## config.mk

```make
export PLATFORM = sky130hd
export DESIGN_NAME = line_clock
export DESIGN_NICKNAME = d
export VERILOG_FILES = /design/src/rtl/lclk_pkg.sv /design/src/rtl/lclk_rate.sv /design/src/rtl/lclk_divider.sv /design/src/rtl/lclk_csr.sv /design/src/rtl/line_clock.sv
export SDC_FILE = /design/constraint.sdc
export NUM_CORES = 1
export LEC_CHECK = 0
export ABC_CLOCK_PERIOD_IN_PS = 2800
export BUFFER_PORTS_ARGS = -buffer_cell sky130_fd_sc_hd__clkbuf_2
export CAP_MARGIN = 20
export CORE_AREA = 2 2 51 63
export DETAILED_ROUTE_END_ITERATION = 10
export DIE_AREA = 0 0 53 65
export GPL_ROUTABILITY_DRIVEN = 0
export HOLD_SLACK_MARGIN = 0.15
export PLACE_DENSITY = 0.86
export SLEW_MARGIN = 20
export SYNTH_ARGS = -nofsm -noshare
export SYNTH_HDL_FRONTEND = slang
export SYNTH_SLANG_ARGS = --single-unit
```

## constraint.sdc

```tcl
create_clock -name clk -period 2.8 [get_ports clk]
set_clock_uncertainty 0.15 [all_clocks]
set_input_delay 0.56 -clock clk [delete_from_list [all_inputs] [get_ports clk]]
set_output_delay 0.56 -clock clk [all_outputs]
set_load 0.01 [all_outputs]
```

## src/rtl/lclk_pkg.sv

```systemverilog
// Shared constants and types for the line-frequency clock.
// Assumes a 16-bit register with enable and done at fixed bit positions.
package lclk_pkg;
    localparam int DATA_W   = 16;
    localparam int IE_BIT   = 6;
    localparam int DONE_BIT = 7;

    typedef enum logic {
        RATE_60 = 1'b0,
        RATE_50 = 1'b1
    } rate_e;
endpackage

```

## src/rtl/lclk_rate.sv

```systemverilog
// Tick-rate selector: holds the chosen line rate (50 or 60 per second).
// Assumes DEFAULT_HZ is 50 or 60; any value other than 50 selects 60.
module lclk_rate
    import lclk_pkg::*;
#(
    parameter int DEFAULT_HZ = 60
) (
    input  logic  clk,
    input  logic  rst_n,
    input  logic  rate_wr,
    input  logic  rate_50,
    output rate_e rate,
    output logic  restart
);
    localparam rate_e RATE_AT_RESET = (DEFAULT_HZ == 50) ? RATE_50 : RATE_60;

    // Rate register: default at reset, loaded by the strobe.
    always_ff @(posedge clk) begin
        if (!rst_n)       rate <= RATE_AT_RESET;
        else if (rate_wr) rate <= rate_e'(rate_50);
    end

    // A rate change restarts the divider in the same edge.
    assign restart = rate_wr;
endmodule

```

## src/rtl/lclk_divider.sv

```systemverilog
// Tick divider: emits a one-cycle pulse every SYS_HZ/rate system cycles.
// Assumes SYS_HZ/60 >= 2 so that pulses never merge.
module lclk_divider
    import lclk_pkg::*;
#(
    parameter int SYS_HZ = 50_000_000
) (
    input  logic  clk,
    input  logic  rst_n,
    input  logic  restart,
    input  rate_e rate,
    output logic  tick
);
    localparam int P50   = SYS_HZ / 50;
    localparam int P60   = SYS_HZ / 60;
    localparam int CNT_W = $clog2(P50 + 1);
    localparam logic [CNT_W-1:0] LAST50 = CNT_W'(P50 - 1);
    localparam logic [CNT_W-1:0] LAST60 = CNT_W'(P60 - 1);

    logic [CNT_W-1:0] cnt;
    logic [CNT_W-1:0] last;

    // Terminal count for the selected rate.
    assign last = (rate == RATE_50) ? LAST50 : LAST60;

    // Counter and registered tick pulse.
    always_ff @(posedge clk) begin
        if (!rst_n || restart) begin
            cnt  <= '0;
            tick <= 1'b0;
        end else if (cnt == last) begin
            cnt  <= '0;
            tick <= 1'b1;
        end else begin
            cnt  <= cnt + 1'b1;
            tick <= 1'b0;
        end
    end
endmodule

```

## src/rtl/lclk_csr.sv

```systemverilog
// Control/status register and interrupt logic of the line clock.
// Assumes the strobes are single-cycle qualified and mutually exclusive
// between read and write. The variant switches are fixed at build time.
module lclk_csr
    import lclk_pkg::*;
#(
    parameter bit HAS_MONITOR = 1'b1,
    parameter bit CLR_ON_ACK  = 1'b0,
    parameter bit HAS_REG     = 1'b1
) (
    input  logic              clk,
    input  logic              rst_n,
    input  logic              tick,
    input  logic              bus_rd,
    input  logic              bus_wr,
    input  logic              bus_odd,
    input  logic [DATA_W-1:0] bus_wdata,
    input  logic              iack,
    output logic [DATA_W-1:0] bus_rdata,
    output logic              bus_nxm,
    output logic              irq,
    output logic              done,
    output logic              ie,
    output logic              force_ie
);
    logic force_nxm;
    logic done_n, ie_n, irq_n;
    logic wr_ok;
    logic vis_done;
    logic [DATA_W-1:0] rd_val;
    logic wdata_unused;

    assign wdata_unused = ^{bus_wdata[DATA_W-1:DONE_BIT+1], bus_wdata[IE_BIT-1:0]};

    // Variant flags: loaded at reset from the register-present switch.
    always_ff @(posedge clk) begin
        if (!rst_n) begin
            force_ie  <= !HAS_REG;
            force_nxm <= !HAS_REG;
        end
    end

    // A write counts only on the even byte of an existing register.
    assign wr_ok = bus_wr && !bus_odd && !force_nxm;

    // Next state: write, then acknowledge, then tick (highest priority).
    always_comb begin
        ie_n   = ie;
        done_n = done;
        irq_n  = irq;
        if (wr_ok) begin
            ie_n = bus_wdata[IE_BIT];
            if (HAS_MONITOR && !bus_wdata[DONE_BIT]) done_n = 1'b0;
            if (!done_n || (!ie_n && !force_ie))    irq_n  = 1'b0;
        end
        if (iack) begin
            irq_n = 1'b0;
            if (CLR_ON_ACK) done_n = 1'b0;
        end
        if (tick) begin
            done_n = 1'b1;
            if (ie_n || force_ie) irq_n = 1'b1;
        end
    end

    // State registers with the reset values.
    always_ff @(posedge clk) begin
        if (!rst_n) begin
            ie   <= 1'b0;
            done <= 1'b1;
            irq  <= 1'b0;
        end else begin
            ie   <= ie_n;
            done <= done_n;
            irq  <= irq_n;
        end
    end

    // Done is visible to software only when the monitor option exists.
    generate
        if (HAS_MONITOR) begin : g_mon
            assign vis_done = done;
        end else begin : g_nomon
            assign vis_done = 1'b0;
        end
    endgenerate

    // Read value assembly.
    always_comb begin
        rd_val           = '0;
        rd_val[IE_BIT]   = ie;
        rd_val[DONE_BIT] = vis_done;
    end

    // Bus response: data for a present register, error otherwise.
    assign bus_rdata = (bus_rd && !force_nxm) ? rd_val : '0;
    assign bus_nxm   = (bus_rd || bus_wr) && force_nxm;
endmodule

```

## src/rtl/line_clock.sv

```systemverilog
// Line-frequency clock top: rate selector, tick divider and CSR.
// Assumes SYS_HZ is the frequency of clk and DEFAULT_HZ is 50 or 60.
module line_clock
    import lclk_pkg::*;
#(
    parameter int SYS_HZ      = 50_000_000,
    parameter int DEFAULT_HZ  = 60,
    parameter bit HAS_MONITOR = 1'b1,
    parameter bit CLR_ON_ACK  = 1'b0,
    parameter bit HAS_REG     = 1'b1
) (
    input  logic        clk,
    input  logic        rst_n,
    input  logic        rate_wr,
    input  logic        rate_50,
    input  logic        bus_rd,
    input  logic        bus_wr,
    input  logic        bus_odd,
    input  logic [15:0] bus_wdata,
    output logic [15:0] bus_rdata,
    output logic        bus_nxm,
    input  logic        iack,
    output logic        irq,
    output logic        line_tick
);
    rate_e rate;
    logic  restart;
    logic  csr_done;
    logic  csr_ie;
    logic  csr_force_ie;

    lclk_rate #(.DEFAULT_HZ(DEFAULT_HZ)) u_rate (
        .clk     (clk),
        .rst_n   (rst_n),
        .rate_wr (rate_wr),
        .rate_50 (rate_50),
        .rate    (rate),
        .restart (restart)
    );

    lclk_divider #(.SYS_HZ(SYS_HZ)) u_div (
        .clk     (clk),
        .rst_n   (rst_n),
        .restart (restart),
        .rate    (rate),
        .tick    (line_tick)
    );

    lclk_csr #(
        .HAS_MONITOR (HAS_MONITOR),
        .CLR_ON_ACK  (CLR_ON_ACK),
        .HAS_REG     (HAS_REG)
    ) u_csr (
        .clk       (clk),
        .rst_n     (rst_n),
        .tick      (line_tick),
        .bus_rd    (bus_rd),
        .bus_wr    (bus_wr),
        .bus_odd   (bus_odd),
        .bus_wdata (bus_wdata),
        .iack      (iack),
        .bus_rdata (bus_rdata),
        .bus_nxm   (bus_nxm),
        .irq       (irq),
        .done      (csr_done),
        .ie        (csr_ie),
        .force_ie  (csr_force_ie)
    );
endmodule

```

## Word-level counts from Yosys, hierarchy flattened

Cells that the tools add are included.
W data, S select, Z words.

| word-level totals | value |
|---|---|
| register bits after elaboration | 25 |

| operators by class | value |
|---|---|
| add/subtract/negate cells | 1 |
| eq/ne operators | 1 |
| mux-type cells | 11 |
| bitwise logic cells | 1 |
| reduce and logical (&&, ||, !) cells | 9 |

Operator list:

| kind | number |
|---|---|
| $add A20 B1 Y20 const B | 1 |
| $eq A20 B20 Y1 | 1 |
| $mux W18 | 1 |
| $mux W1 | 9 |
| $mux W8 | 1 |
| $logic_not A1 Y1 | 4 |
| $reduce_or A2 Y1 | 2 |
| $logic_or A1 B1 Y1 | 2 |
| $logic_and A1 B1 Y1 | 1 |
| $not A1 Y1 | 1 |

## Longest topological paths before layout

Gate-level depths: netlist of run 1.

| logic depth | value |
|---|---|
| depth after elaboration | 10 |
| mapped depth | 6 |
| mapped depth without buffers | 5 |

## Cells and area by module

Synthesis of run 1 repeated with hierarchy kept, for this count alone.

| unflattened totals | value |
|---|---|
| cells, all modules | 157 |
| area total of the unflattened synthesis | 1480.2 sq um |

By module, submodules not included:

| module | times used | cells each | area each (sq um) | seq. area each (sq um) |
|---|---|---|---|---|
| lclk_divider | 1 | 118 | 1161.1 | 420.4 |
| lclk_csr | 1 | 35 | 275.3 | 60.1 |
| lclk_rate | 1 | 4 | 43.8 | 20.0 |

## Worst setup path before layout of run 1

OpenSTA, ideal clock, no wires.

| timing path | value |
|---|---|
| path type | flip-flop to flip-flop |
| start point | register u_div.cnt[0] |
| end point | register u_div.cnt[18] |
| library setup time | 0.080 ns |
| data arrival time | 1.758 ns |
| path slack | 0.812 ns |
| cell stages (with the launch flop) | 6 |
| clock period less this slack | 1.988 ns |
| cell sequence | dfxtp_1 -> ha_1 -> nand2_1 -> or4_4 -> or3_1 -> a211oi_2 |

| on the way | value |
|---|---|
| longest elaborated chain between the ends | 2 |
| elaborated cells on any way between the ends | 3 |
| classes of those cells | 1 x add/sub; 1 x eq/ne; 1 x reduce/logical |

RTL lines:

| what | line | RTL |
|---|---|---|
| start, declared | lclk_divider.sv:20 | `logic [CNT_W-1:0] cnt;` |
| start signal, assigned | lclk_divider.sv:35 | `cnt <= cnt + 1'b1;` |
| parallel branches: the longest is 2 deep, another holds $add A20 B1 Y20 | n/a |  |

Several ways; the timed one is not identified.
A chain may end at the register's enable or synchronous reset.

## Worst setup path in the final report of run 1

Same ends and word-level chain as after synthesis.

==> out/qor.txt, run 1 <==
status = finished, final reports clean
Synth area leader = dfxtp_1
die width = 53 um
worst reg-to-reg path cell count = 5
critical path class = reg -> reg
Clock Latency Late Sink = 0.33 ns
Fmax = 464 MHz
DRT antenna net count = 0
Remaining DRCs = 0
pwr/cell area = 397 nW/um^2
H-Tree Depth = 1
top cells by area, synth = dfxtp_1 37%, buf_4 8.8%, nor3_1 6.3%, xnor2_1 5.8%, nand4_1 3.2%
Gate Count Post-Synth = 155
grt total ovfl = 0
Worst-Margin Slew = 0.789 ns
area share of the largest cell type after synthesis = 36.9%
DP HPWL = 1730 um
Max-slew headroom = 47.4%
layout cells sized above 1 = 16.5%
max-slew violations = 0
FFs w/ async S/R, synth = 0%
maximum buffer depth of the clock tree = 2
IO buf count = 13
row cnt = 22
die area = 3450 um^2
Post-Syn Area per Cell = 8.76 um^2
CP max stage delay = 0.52 ns
CTS sink cnt = 25
largest net degree at the start of global routing = 22
CTS Buf Count = 3
Core Box Area = 2890 um^2
CP Cell Sequence = ha_1, nand2_1, or4_4, or3_1, a211oi_2
Final period util = 77.0%
# Post-CTS Setup Buffers = 0
CTS Hold Bufs = 0
initial DRC count = 39
Final min period = 2.16 ns
Setup TNS Final = 0 ns
CTS clk-pin slew, worst paths = 0.13 ns
Top FF cell, synth = dfxtp_1
Routed WL = 2350 um
Placed Instance Area = 1390 um^2
Vias = 1079
IR Drop Worst-Case VDD = 212 uV
Layout Nets = 190
vias per cell = 5.40
Initial Util = 47.0%
# setup viols final = 0
antenna fix cells = 0
Req. time, crit path = 2.91 ns
Synth Warn # = 0
drt first pass iters = 4
hold crit path type = in -> reg
RSZ-0062 raised after global routing = no
Max-Cap Viols = 0
Hold Path Cell Cnt = 2
first-pass GRT wire length = 4060 um
Netlist cell types = 36
CTS tree = yes
Mapped Area = 1360 um^2
CP Data Arrival Time = 2.27 ns
register area = 500 um^2
root buf cell = clkbuf_4
DIE HEIGHT = 65 um
Total GRT Usage = 15.8%
fill count = 289
DR WL/cell = 11.7 um
vias in the first global route = 948
Critical-path top delay cell = or4_4
Post-synth EDFFs = 0
area added between synthesis and finish = 4.33%
initial antenna violation count = 0
final hold vios = 0
CP startpoint kind = register
leak pwr = 0.483 nW
area of the multi-input gates = 749 um^2
CP endpoint kind = register
Post-CTS Resized = 0
design area = 1420 um^2
num ports = 43
post-synthesis sequential area ratio = 36.9%
CP max FO = 6
FF+latch count, synth = 25
==> cell usage in the layout (no fill, tap or decap), types with 5 or more instances in the layout <==
master    instances
dfxtp_1          25
nand2_1           5
nor4_1            5
nand3_1           8
xor2_1            5
xnor2_1           9
nand4_1           7
nor3_1           17
clkbuf_2         13
conb_1           15
o21ai_0           6
==> metal layers <==
layer	vias to the layer above	track usage, %	wire [um]
li1	547	-	-
met1	491	19.5	1020
met2	36	24.8	1170
met3	5	3.46	108
met4	0	8.65	51
met5	-	0	0
==> state kept, by name, summed over array words and instances (netlist names) <==
signal,count
u_div.cnt,20
u_csr.irq,1
u_csr.done,1
u_rate.rate,1
u_div.tick,1
u_csr.ie,1
==> path summary, 6_finish.rpt <==
path                                    from             to  slack (ns)
worst max-delay path            u_div.cnt[0]  u_div.cnt[18]        0.64
worst min-delay path                   rst_n     u_csr.done        0.30
worst max register to register  u_div.cnt[0]  u_div.cnt[18]        0.64
worst min register to register    u_div.tick     u_csr.done        0.34
==> worst max-delay path, delay by kind of cell, from the launching register on <==
kind / cells / cell delay, ns
AOI/OAI and AO/OA: 1 / 0.21
DFF: 1 / 0.43
adders and majority gates: 1 / 0.29
and+or+nand+nor: 3 / 1.01
==> Yosys cell counts, drive strengths merged (2+ instances only) <==
cell / number
a211oi: 4
a21oi: 3
and2: 2
and3: 2
buf: 19
clkbuf: 5
dfxtp: 25
inv: 3
mux2i: 2
nand2: 5
nand2b: 3
nand3: 8
nand3b: 2
nand4: 8
nor2: 3
nor2b: 3
nor3: 17
nor4: 5
nor4b: 3
o21ai: 6
or3: 2
or4: 2
xnor2: 9
xor2: 5
==> power breakdown <==
part	total, mW	switching (mW)	internal, mW
registers	0.363	0.00391	0.359
logic	0.0356	0.0229	0.0127
clock network	0.164	0.109	0.0549
==> cell type report <==
cell class,instances,area share (%)
clock buffers,3,1.59
clock inverters,1,0.530
inverters,3,0.795
multi-input cells,117,52.9
flip-flops and latches,25,35.3
well taps,36,3.18
repair buffers,15,5.65
==> cell families (layout without fill, tap and decap cells) <==
family / after synthesis / count (layout) / share of synthesized area [%]
buffers and inverters: 27 / 22 / 12.2
muxes: 2 / 2 / 1.47
other: 1 / 15 / 0.276
DFF: 25 / 25 / 36.9
AOI/OAI and AO/OA: 16 / 16 / 8.02
and+or+nand+nor: 69 / 69 / 31.2
adders and majority gates: 1 / 1 / 0.922
xor gates and xnor gates: 14 / 14 / 9.03
==> per-stage QoR <==
step	hold WS, ns	std cells	setup WS (ns)	power, mW	util, %
floorplan	0.322	169	0.812	0.411	-
CTS	0.285	200	0.649	0.573	49.0
finish	0.296	200	0.645	0.563	49.0
global route	0.283	200	0.531	0.592	49.0
global placement	0.300	196	0.689	0.406	48.0
detailed placement	0.306	196	0.675	0.407	48.0
No activity file was read; power rests on OpenSTA's default activity.
==> run 2: changes to the inputs <==
--- a/config.mk
+++ b/config.mk
@@ -5,15 +5,15 @@
 export SDC_FILE = /design/constraint.sdc
 export NUM_CORES = 1
 export LEC_CHECK = 0
-export ABC_CLOCK_PERIOD_IN_PS = 2800
+export ABC_CLOCK_PERIOD_IN_PS = 1750
 export BUFFER_PORTS_ARGS = -buffer_cell sky130_fd_sc_hd__clkbuf_2
 export CAP_MARGIN = 20
-export CORE_AREA = 2 2 51 63
+export CORE_AREA = 2 2 54 66
 export DETAILED_ROUTE_END_ITERATION = 10
-export DIE_AREA = 0 0 53 65
+export DIE_AREA = 0 0 56 68
 export GPL_ROUTABILITY_DRIVEN = 0
 export HOLD_SLACK_MARGIN = 0.15
-export PLACE_DENSITY = 0.86
+export PLACE_DENSITY = 0.82
 export SLEW_MARGIN = 20
 export SYNTH_ARGS = -nofsm -noshare
 export SYNTH_HDL_FRONTEND = slang
==> constraint.sdc (replaced) <==
create_clock -name clk -period 1.75 [get_ports clk]
set_clock_uncertainty 0.15 [all_clocks]
set_input_delay 0.35 -clock clk [delete_from_list [all_inputs] [get_ports clk]]
set_output_delay 0.35 -clock clk [all_outputs]
set_load 0.01 [all_outputs]
==> run 2 against run 1 <==
  * The run now ends with negative setup slack left
  * Sequential share of layout area shrank 6.2 points
  * Count of clock-buffer cells in the layout stayed put
  * Combinational power up 100%
  * Global-route usage rose by 1.3 points
  * Clock power up 120%
  * Non-clock buffer count up 32
  * Utilization is 7.3 points higher
  * Die area up 11%
  * Design area grew 28%
  * Register-to-register slack lost 0.71 ns
  * Cell count grew 17%
==> out/qor.txt, run 2 (same netlist as run 1, synthesis figures left out) <==
Critical path origin = u_div.cnt[1]
DR WL/cell = 13.7 um (+17%)
critical path class = reg -> reg
P_int = 760 uW (+78%)
CTS clk-pin slew, worst paths = 0.10 ns (-0.03 ns)
Max-Cap Viols = 0 (unchanged)
area added between synthesis and finish = 33.6%
antenna fix cells = 0 (unchanged)
H-Tree Depth = 1 (unchanged)
drt first pass iters = 4 (unchanged)
Hold Path Cell Cnt = 3 (+1)
failing checks = negative setup slack
die area = 3810 um^2 (+11%)
largest register by flop count = u_div.cnt
Psw = 244 uW (+80%)
CP Data Arrival Time = 1.86 ns (-0.41 ns)
Sw Share = 24.3% (+0.20 points)
Req. time, crit path = 1.80 ns (-1.11 ns)
sequential share of power = 57.4% (-7.2 points)
clock group share of total power = 35.4% (+6.3 points)
fin worst setup slack = -0.0684 ns (-0.713 ns)
status = finished with violations
max reg flops = 20 (unchanged)
Initial Util = 42.1% (-4.9 points)
root buf cell = clkbuf_8
DRT antenna net count = 0 (unchanged)
RR Startpoint = u_div.cnt[1]
area of the multi-input gates = 852 um^2 (+14%)
Final period util = 104% (+27 points)
Remaining DRCs = 0 (unchanged)
DP HPWL = 2260 um (+31%)
initial antenna violation count = 0 (unchanged)
most frequent cells in the layout = 32 x buf_4, 17 x nor3_1, 15 x conb_1
Fmax = 550 MHz (+19%)
leak pwr = 0.670 nW (+39%)
DP Cell Count = 227 (+16%)
RSZ-0062 raised after global routing = yes
grt total ovfl = 0 (unchanged)
Placed Instance Area = 1670 um^2 (+20%)
Core Box Area = 3220 um^2 (+12%)
CTS tree = yes
row cnt = 23 (+4.5%)
Tot Pwr = 1.00 mW (+78%)
CTS sink cnt = 25 (unchanged)
reg-to-reg endpoint = u_div.cnt[18]
Final min period = 1.82 ns (-0.337 ns)
vias in the first global route = 1183 (+25%)
Fin Hold WS = 0.177 ns (-0.119 ns)
vias per cell = 5.35 (-0.88%)
setup slack, reg-to-reg = -0.07 ns (-0.71 ns)
register area = 529 um^2 (+5.8%)
num ports = 43 (unchanged)
design area = 1810 um^2 (+28%)
Layout Cells excl Fill = 233 (+17%)
Setup TNS Final = -0.132 ns (-0.132 ns)
maximum buffer depth of the clock tree = 2 (unchanged)
dpl ws = -0.201 ns (-0.876 ns)
# setup viols final = 8 (+8)
Vias = 1246 (+15%)
initial DRC count = 39 (unchanged)
CP max FO = 3 (-3)
CP startpoint kind = register
DIE HEIGHT = 68 um (+4.6%)
pwr/cell area = 553 nW/um^2 (+39%)
commonest non-fill, non-tap cell in the layout = buf_4
Clock Latency Late Sink = 0.27 ns (-0.06 ns)
IO buf count = 13 (unchanged)
Routed WL = 3200 um (+36%)
die width = 56 um (+5.7%)
final hold vios = 0 (unchanged)
CP endpoint = u_div.cnt[18]
Total GRT Usage = 17.0% (+1.3 points)
hold crit path type = in -> reg
max-slew violations = 0 (unchanged)
IR Drop Worst-Case VDD = 377 uV (+78%)
worst reg-to-reg path cell count = 5 (unchanged)
first-pass GRT wire length = 5120 um (+26%)
Layout Nets = 222 (+17%)
largest net degree at the start of global routing = 22 (unchanged)
CP endpoint kind = register
layout cells sized above 1 = 42.9% (+26 points)
CTS Buf Count = 3 (unchanged)
fill count = 305 (+5.5%)
fin util = 56.3% (+7.3 points)
Combinational Power Share = 7.2% (+0.9 points)
==> run 2: changes by cell type in the layout (fill, tap and decap cells not counted), moves of 2 or more <==
cell / change
nor4b_1: -3
dfxtp_4: +4
nand3_2: +2
dfxtp_1: -15
clkbuf_4: -3
buf_4: +30
nor4b_4: +2
clkbuf_8: +3
nand3_1: -3
dfxtp_2: +11
==> run 2: final cells by class <==
cell class,instances,share of cell area [%]
Clock buffer,3,2.28
Sequential cell,25,29.2
Multi-Input combinational cell,117,47.0
Clock inverter,1,0.414
Tap cell,37,2.55
Inverter,3,0.621
Timing Repair Buffer,47,18.0
==> run 2: critical path: stages (launching register included) <==
cell,delay [ns]
dfxtp_4,0.39
ha_4,0.14
nand2_2,0.05
or4_4,0.51
or3_4,0.34
a211oi_2,0.17
==> run 2: repair_timing <==
action / in CTS / in global routing
resized for setup: 15 / 9
endpoints found under the hold margin: 0 / 1
gates cloned: 0 / 0
hold buffers: 0 / 1
setup endpoints to repair: 21 / 21
buffers inserted: 1 / 0
pin swaps: 2 / 5
==> run 2: worst min-delay path by stage <==
stage	from	slack, ns	to
floorplan	rst_n	0.29	u_csr.done
global placement	u_div.tick	0.31	u_csr.done
global route	iack	0.18	u_csr.irq
detailed placement	u_div.tick	0.30	u_csr.done
finish	iack	0.18	u_csr.irq
CTS	rst_n	0.15	u_csr.done
==> run 2: routing by layer <==
metal	vias up	wire [um]	global-route usage, %	share of wire (%)
li1	613	-	-	-
met2	36	1770	32.5	55
met1	593	1230	18.9	38
met5	-	0	0	0
met4	0	78	9.52	2.4
met3	4	122	1.13	3.8
==> run 2: power by group through the flow <==
stage          sequential, mW  combinational [mW]  clock [mW]
2_1_floorplan           0.593              0.0659           0
3_3_place_gp            0.592              0.0661           0
3_5_place_dp            0.593              0.0691           0
4_1_cts                 0.577              0.0697       0.360
5_1_grt                 0.577              0.0799       0.382
6_report                0.576              0.0722       0.356
